<file path="config.mk">
export PLATFORM = sky130hd
export DESIGN_NAME = strap_cfg_decoder
export DESIGN_NICKNAME = d
export VERILOG_FILES = /design/src/rtl/strap_pkg.sv /design/src/rtl/strap_phase_seq.sv /design/src/rtl/strap_sampler.sv /design/src/rtl/strap_table.sv /design/src/rtl/strap_cfg_decoder.sv
export SDC_FILE = /design/constraint.sdc
export NUM_CORES = 1
export LEC_CHECK = 0
export BUFFER_PORTS_ARGS = -buffer_cell sky130_fd_sc_hd__buf_2
export CORE_AREA = 2 2 71 73
export CTS_CLUSTER_DIAMETER = 150
export DETAILED_ROUTE_END_ITERATION = 10
export DIE_AREA = 0 0 73 75
export GPL_TIMING_DRIVEN = 0
export SETUP_SLACK_MARGIN = 0.3
export SLEW_MARGIN = 10
export SYNTH_ARGS = -nofsm -noshare
export SYNTH_HDL_FRONTEND = slang
export SYNTH_SLANG_ARGS = --single-unit
</file>
<file path="constraint.sdc">
create_clock -name clk -period 2 [get_ports clk]
set_clock_uncertainty 0.2 [all_clocks]
set_input_delay 0 -clock clk [delete_from_list [all_inputs] [get_ports clk]]
set_output_delay 0 -clock clk [all_outputs]
set_load 0.01 [all_outputs]
</file>
<file path="src/rtl/strap_pkg.sv">
// Shared types for the pin-strap decoder.
// Assumes exactly three detection phases and five sensed lines.
package strap_pkg;
    localparam int NUM_PHASE = 3;
    localparam int NUM_LINES = 5;
    localparam int FREQ_W    = 3;
    localparam int PROF_W    = 4;

    // Class of a strap line; encoding is used arithmetically by the profile table.
    typedef enum logic [1:0] {
        STRAP_GND  = 2'd0,
        STRAP_VDD  = 2'd1,
        STRAP_OUT1 = 2'd2,
        STRAP_OUT0 = 2'd3
    } strap_e;

    typedef struct packed {
        logic [FREQ_W-1:0] freq;
        logic              freq_err;
        logic [PROF_W-1:0] prof;
        logic              prof_err;
        logic              squelch;
        logic              clk_en;
        logic              clk_slow;
    } cfg_t;
endpackage

</file>
<file path="src/rtl/strap_phase_seq.sv">
// Phase sequencer: steps through three drive patterns of SETTLE_CYCLES each,
// flags the sampling cycle, then one finish cycle, then holds valid.
// Assumes SETTLE_CYCLES >= 1. Synchronous active-low reset.
module strap_phase_seq #(
    parameter int SETTLE_CYCLES = 4
) (
    input  logic       clk,
    input  logic       rst_n,
    output logic [1:0] phase_o,
    output logic       smp_stb_o,
    output logic       fin_o,
    output logic       valid_o,
    output logic       done_o,
    output logic       pat0_o,
    output logic       pat1_o
);
    import strap_pkg::*;

    localparam int              CNT_W    = (SETTLE_CYCLES > 1) ? $clog2(SETTLE_CYCLES) : 1;
    localparam logic [CNT_W-1:0] CNT_LAST = CNT_W'(SETTLE_CYCLES - 1);
    localparam logic [1:0]       PH_LAST  = 2'(NUM_PHASE - 1);

    logic [CNT_W-1:0] cnt_q;
    logic [1:0]       ph_q;
    logic             busy_q;
    logic             fin_q;
    logic             valid_q;
    logic             done_q;
    logic             last_cyc;

    // Last settle cycle of the current phase.
    assign last_cyc = busy_q && (cnt_q == CNT_LAST);

    // Advance settle counter and phase; raise finish, valid and done in turn.
    always_ff @(posedge clk) begin
        if (!rst_n) begin
            cnt_q   <= '0;
            ph_q    <= '0;
            busy_q  <= 1'b1;
            fin_q   <= 1'b0;
            valid_q <= 1'b0;
            done_q  <= 1'b0;
        end else begin
            fin_q  <= last_cyc && (ph_q == PH_LAST);
            done_q <= fin_q;
            if (fin_q) begin
                valid_q <= 1'b1;
            end
            if (busy_q) begin
                if (cnt_q == CNT_LAST) begin
                    cnt_q <= '0;
                    if (ph_q == PH_LAST) begin
                        busy_q <= 1'b0;
                    end else begin
                        ph_q <= ph_q + 2'd1;
                    end
                end else begin
                    cnt_q <= cnt_q + 1'b1;
                end
            end
        end
    end

    assign phase_o   = ph_q;
    assign smp_stb_o = last_cyc;
    assign fin_o     = fin_q;
    assign valid_o   = valid_q;
    assign done_o    = done_q;
    // Pattern per phase: phase 1 raises pin 0, phase 2 raises pin 1.
    assign pat0_o    = busy_q && (ph_q == 2'd1);
    assign pat1_o    = busy_q && (ph_q == 2'd2);
endmodule

</file>
<file path="src/rtl/strap_sampler.sv">
// Per-line sampler: captures one bit per phase on the sampling strobe and
// classifies each line as GND, VDD, OUT0 or OUT1 from the three bits.
// Assumes the phase order (0,0), (1,0), (0,1) on (out0, out1).
module strap_sampler #(
    parameter int NUM_LINES = 5
) (
    input  logic                             clk,
    input  logic                             rst_n,
    input  logic [NUM_LINES-1:0]             line_i,
    input  logic                             smp_stb_i,
    input  logic [1:0]                       phase_i,
    output strap_pkg::strap_e [NUM_LINES-1:0] class_o
);
    import strap_pkg::*;

    for (genvar g = 0; g < NUM_LINES; g++) begin : g_line
        logic [NUM_PHASE-1:0] smp_q;

        // Store this line's level in the bit of the phase being sampled.
        always_ff @(posedge clk) begin
            if (!rst_n) begin
                smp_q <= '0;
            end else begin
                for (int p = 0; p < NUM_PHASE; p++) begin
                    if (smp_stb_i && (phase_i == 2'(p))) begin
                        smp_q[p] <= line_i[g];
                    end
                end
            end
        end

        // A fixed level wins; otherwise the pin the line followed.
        assign class_o[g] = smp_q[0] ? STRAP_VDD  :
                            smp_q[1] ? STRAP_OUT0 :
                            smp_q[2] ? STRAP_OUT1 : STRAP_GND;
    end
endmodule

</file>
<file path="src/rtl/strap_table.sv">
// Decode table: turns line classes into frequency index, profile index,
// squelch, clock enable and clock rate, with error fallback to entry 0.
// Purely combinational.
module strap_table (
    input  strap_pkg::strap_e sel0_i,
    input  strap_pkg::strap_e sel1_i,
    input  strap_pkg::strap_e sel2_i,
    input  strap_pkg::strap_e sel3_i,
    input  strap_pkg::strap_e clkpin_i,
    output strap_pkg::cfg_t   cfg_o
);
    import strap_pkg::*;

    logic [FREQ_W-1:0] freq;
    logic              ferr;
    logic [PROF_W-1:0] prof;
    logic              perr;

    // Frequency index from the selector 0/1 pair.
    always_comb begin
        freq = '0;
        ferr = 1'b0;
        unique case (sel1_i)
            STRAP_VDD: begin
                case (sel0_i)
                    STRAP_GND:  freq = 3'd0;
                    STRAP_VDD:  freq = 3'd1;
                    STRAP_OUT1: freq = 3'd2;
                    default:    ferr = 1'b1;
                endcase
            end
            STRAP_OUT1: begin
                case (sel0_i)
                    STRAP_GND:  freq = 3'd3;
                    STRAP_VDD:  freq = 3'd4;
                    STRAP_OUT1: freq = 3'd5;
                    default:    ferr = 1'b1;
                endcase
            end
            default: ferr = 1'b1;
        endcase
    end

    // Profile index: base per selector 3 class plus selector 2 class.
    always_comb begin
        prof = '0;
        perr = 1'b0;
        unique case (sel3_i)
            STRAP_GND:  prof = {2'b00, sel2_i};
            STRAP_VDD: begin
                if (sel2_i == STRAP_GND || sel2_i == STRAP_VDD) prof = 4'd4 + {2'b00, sel2_i};
                else perr = 1'b1;
            end
            STRAP_OUT1: prof = 4'd6 + {2'b00, sel2_i};
            default: begin
                if (sel2_i != STRAP_OUT0) prof = 4'd10 + {2'b00, sel2_i};
                else perr = 1'b1;
            end
        endcase
    end

    // Assemble the result record.
    always_comb begin
        cfg_o.freq     = freq;
        cfg_o.freq_err = ferr;
        cfg_o.prof     = prof;
        cfg_o.prof_err = perr;
        cfg_o.squelch  = !perr && (prof >= 4'd11);
        cfg_o.clk_en   = (clkpin_i != STRAP_OUT0);
        cfg_o.clk_slow = (clkpin_i != STRAP_OUT0) && !ferr && (freq == 3'd1);
    end
endmodule

</file>
<file path="src/rtl/strap_cfg_decoder.sv">
// Top of the pin-strap decoder. Owns the two shared pins until the result
// is valid, then hands them to the status and data functions. The result is
// registered in the finish cycle and held until the next reset.
// Synchronous active-low reset restarts detection.
module strap_cfg_decoder #(
    parameter int SETTLE_CYCLES = 4
) (
    input  logic       clk,
    input  logic       rst_n,
    input  logic [3:0] sel_i,
    input  logic       clkpin_i,
    input  logic       stat_i,
    input  logic       stat_oe_i,
    input  logic       rxd_i,
    input  logic       rxd_oe_i,
    output logic       out0_o,
    output logic       out0_oe_o,
    output logic       out1_o,
    output logic       out1_oe_o,
    output logic [2:0] freq_sel_o,
    output logic       freq_err_o,
    output logic [3:0] profile_o,
    output logic       profile_err_o,
    output logic       squelch_o,
    output logic       clk_en_o,
    output logic       clk_slow_o,
    output logic       cfg_valid_o,
    output logic       done_o
);
    import strap_pkg::*;

    logic [1:0]                 phase;
    logic                       smp_stb;
    logic                       fin;
    logic                       valid;
    logic                       pat0;
    logic                       pat1;
    logic [NUM_LINES-1:0]       lines;
    strap_e [NUM_LINES-1:0]     cls;
    cfg_t                       cfg_next;
    cfg_t                       cfg_q;

    assign lines = {clkpin_i, sel_i};

    strap_phase_seq #(.SETTLE_CYCLES(SETTLE_CYCLES)) u_seq (
        .clk       (clk),
        .rst_n     (rst_n),
        .phase_o   (phase),
        .smp_stb_o (smp_stb),
        .fin_o     (fin),
        .valid_o   (valid),
        .done_o    (done_o),
        .pat0_o    (pat0),
        .pat1_o    (pat1)
    );

    strap_sampler #(.NUM_LINES(NUM_LINES)) u_smp (
        .clk       (clk),
        .rst_n     (rst_n),
        .line_i    (lines),
        .smp_stb_i (smp_stb),
        .phase_i   (phase),
        .class_o   (cls)
    );

    strap_table u_tbl (
        .sel0_i   (cls[0]),
        .sel1_i   (cls[1]),
        .sel2_i   (cls[2]),
        .sel3_i   (cls[3]),
        .clkpin_i (cls[4]),
        .cfg_o    (cfg_next)
    );

    // Capture the decoded record once, in the finish cycle.
    always_ff @(posedge clk) begin
        if (!rst_n) begin
            cfg_q <= '0;
        end else if (fin) begin
            cfg_q <= cfg_next;
        end
    end

    // Shared pins: test patterns while decoding, normal functions afterwards.
    always_comb begin
        if (valid) begin
            out0_o    = stat_i;
            out0_oe_o = stat_oe_i;
            out1_o    = rxd_i;
            out1_oe_o = rxd_oe_i;
        end else begin
            out0_o    = pat0;
            out0_oe_o = 1'b1;
            out1_o    = pat1;
            out1_oe_o = 1'b1;
        end
    end

    assign freq_sel_o    = cfg_q.freq;
    assign freq_err_o    = cfg_q.freq_err;
    assign profile_o     = cfg_q.prof;
    assign profile_err_o = cfg_q.prof_err;
    assign squelch_o     = cfg_q.squelch;
    assign clk_en_o      = cfg_q.clk_en;
    assign clk_slow_o    = cfg_q.clk_slow;
    assign cfg_valid_o   = valid;
endmodule

</file>
==> run metrics <==
crit-path max FO=3; largest net degree at the start of global routing=11; Root Driver=clkbuf_8; port bufs=28; Finished Cell Area=approximately 2100 sq um; Final Cycle Share=0.946; Area Overhead vs Synth=30.0%; pre-CTS setup slack=roughly 0.12 ns; initial antenna violation count=0; Synth cell types=34; vias=~1,300; max-cap viol count=0; RSZ-0062 raised after global routing=yes; Synthesized Nets=198; 1st-pass router iterations=4; GPL Wtd Cong=~0.78; critical path endpoint category=register; number of CTS-inserted buffers=5; Post-DP Area=1810 sq um; CP required=2.02 ns; worst-margin pin slew=0.556 ns; startpoint types=register; RR Startpoint=u_smp.g_line[1].smp_q[1]$_SDFFE_PN0P_; max-slew violation count=0; Initial Util=0.339; Post-Synthesis Cells=~180; Post-route DRC=0; HP Class=in -> out; Antenna Diode Count=0; critical setup path kind=reg -> reg; core area=approximately 4700 sq um; hpwl dp=2.42 mm; die area=5480 sq um; CTS tree=built; share of cells above drive strength 1=0.278; Post-Route WL=between 3 and 4 mm; final core utilization=0.440; first-pass GRT wire length=between 5 and 6 mm; Max Clk Rate=529 MHz; Tmin final=about 1.9 ns; Rel. slew slack=0.630; drt wl/cell=12.3 um; Yosys warnings=0; Die Span Y=around 75 um; synthesized area per cell=between 8 and 9 sq um; DP Cell Count=between 200 and 300; Setup WS post-layout=0.108 ns; post-synthesis sequential area ratio=0.431; TritonCTS Sinks=34; data arrival time of the critical path=1.91 ns; Clock Latency Late Sink=0.29 ns; num rows=25; H-tree Lvls=2; Overall Global Routing Usage=0.132; vias in the first global route=around 1,200; mapped cell area=around 1600 sq um; Layout Nets=242; Routed Antenna Nets=0; die span in x=between 70 and 80 um; Yosys reg bits=34; Max clock buf depth=2; Post-Route Setup TNS=0 ns; Fin. Hold Viols=0; vias per cell=4.79; Top Ports=29; pwr/cell area=slightly below 700 nW/um^2; final setup fails=0; HP Start=stat_oe_i; fin cells=approximately 280; worst vdd ir=0.000293 V; crit path from=u_smp.g_line[1].smp_q[1]$_SDFFE_PN0P_; initial DRC count=between 50 and 60; total gr overflow=0; Clock transition at path regs=around 0.070 ns; leakage dissipation=roughly 0.00097 uW; status=finished clean
==> per-stage QoR <==
step,hold WS [ns],power [uW]
floorplan,-0.138,776
global placement,0.0291,805
detailed placement,0.0363,807
CTS,0.0692,1430
global route,0.0764,1480
finish,0.0693,1420
==> where the power goes <==
part / leakage [uW] / total, uW / internal (uW) / switching (uW)
clock: 0.0000524 / 618 / 373 / 246
combinational: 0.000642 / 108 / 52.7 / 55.3
sequential: 0.000276 / 697 / 689 / 8.62
total: 0.000970 / 1420 / 1110 / 310
==> critical path: stages, from the launching register on <==
cell and delay [ns]:
dfxtp_2 0.34, nor2_1 0.04, or2_4 0.22, inv_2 0.06, ha_4 0.12, or3b_4 0.37, a21oi_2 0.16, o2111a_1 0.21
o2bb2ai_2 0.09
==> cells in the mapped netlist <==
master     instances  area, sq um
dfxtp_1           34          681
nor2_1            34          128
mux2i_1           17          170
a21oi_1           11         55.1
inv_1             10         37.5
nand2_1           10         37.5
ha_1               9          113
o21ai_0            6         30.0
clkbuf_1           5         18.8
nand2b_1           4         25.0
a211oi_1           3         22.5
nand3_1            3         15.0
nor2b_1            3         18.8
a22o_1             2         17.5
a31oi_1            2         12.5
buf_6              2         22.5
inv_2              2         7.51
nor3_1             2         10.0
o2bb2ai_1          2         17.5
or2_2              2         12.5
xnor2_1            2         17.5
a22oi_1            1         7.51
and2_1             1         6.26
nor4_1             1         6.26
nor4b_1            1         8.76
o2111a_1           1         11.3
o211ai_1           1         7.51
o211ai_2           1         12.5
o21bai_1           1         7.51
o31ai_1            1         7.51
or2b_2             1         8.76
or3_1              1         6.26
or3_4              1         11.3
or3b_1             1         8.76
==> cells in the final DEF (no fill, tap or decap), types with 2 or more instances in the layout <==
| cell | instances |
|---|---|
| buf_4 | 3 |
| a31oi_1 | 2 |
| inv_1 | 9 |
| nor2_1 | 34 |
| dfxtp_1 | 32 |
| dfxtp_2 | 2 |
| mux2i_1 | 17 |
| inv_2 | 3 |
| a21oi_1 | 10 |
| nand3_2 | 3 |
| buf_6 | 2 |
| a22o_1 | 2 |
| clkbuf_1 | 5 |
| nand2b_1 | 4 |
| o21ai_0 | 5 |
| xnor2_1 | 2 |
| nand2_1 | 10 |
| dlygate4sd3_1 | 6 |
| buf_2 | 28 |
| nor2b_1 | 3 |
| ha_1 | 7 |
| clkbuf_2 | 2 |
| ha_4 | 2 |
| a211oi_1 | 3 |
| clkbuf_8 | 5 |
==> cells by family (layout without fill, tap and decap cells) <==
logic type,Yosys count,in the layout,share of synthesized area
compound gates,32,32,0.132
xor+xnor,2,2,0.0111
fa+ha+maj,9,9,0.0713
buf+inv,19,64,0.0547
flops,34,34,0.431
mux,17,17,0.108
simple gates,65,65,0.192
==> final timing paths <==
path                                             endpoint  cells past startpoint  slack, ns
worst max-delay path              clk_slow_o$_SDFFE_PN0P_                      8       0.11
worst min-delay path                            out0_oe_o                      3       0.07
worst max register to register    clk_slow_o$_SDFFE_PN0P_                      8       0.11
worst min register to register  profile_o[3]$_SDFFE_PN0P_                      2       0.26
==> sequential cells by signal (all words and copies together) (netlist names) <==
register            count
clk_en_o                1
clk_slow_o              1
freq_err_o              1
freq_sel_o              3
profile_err_o           1
profile_o               4
squelch_o               1
u_seq.busy_q            1
u_seq.cnt_q             2
u_seq.done_o            1
u_seq.fin_o             1
u_seq.phase_o           2
u_seq.valid_o           1
u_smp.g_line.smp_q     14
==> per-layer routing <==
| metal | GRT usage | part of all wire |
|---|---|---|
| met3 | 0.0415 | 0.044 |
| met5 | 0 | 0 |
| met2 | 0.216 | 0.47 |
| met4 | 0.0494 | 0.013 |
| met1 | 0.163 | 0.47 |
==> area by class of cell <==
| class | instances | area [sq um] |
|---|---|---|
| buffer | 7 | 43.8 |
| clock buffer | 7 | 76.3 |
| clock inverter | 1 | 30.0 |
| fill | 483 | 2610 |
| inverter | 12 | 45.0 |
| multi-input combinational | 125 | 883 |
| sequential | 34 | 683 |
| tap | 54 | 67.6 |
| timing repair buffer | 37 | 223 |
==> what timing repair did <==
action,in CTS,in global routing
endpoints found under the setup margin,9,19
gates resized for setup,4,12
pin swaps,1,3
hold buffers,6,0
buffers inserted,2,1
endpoints found under the hold margin,25,0
Note: power is estimated with default switching activity, not from simulation.
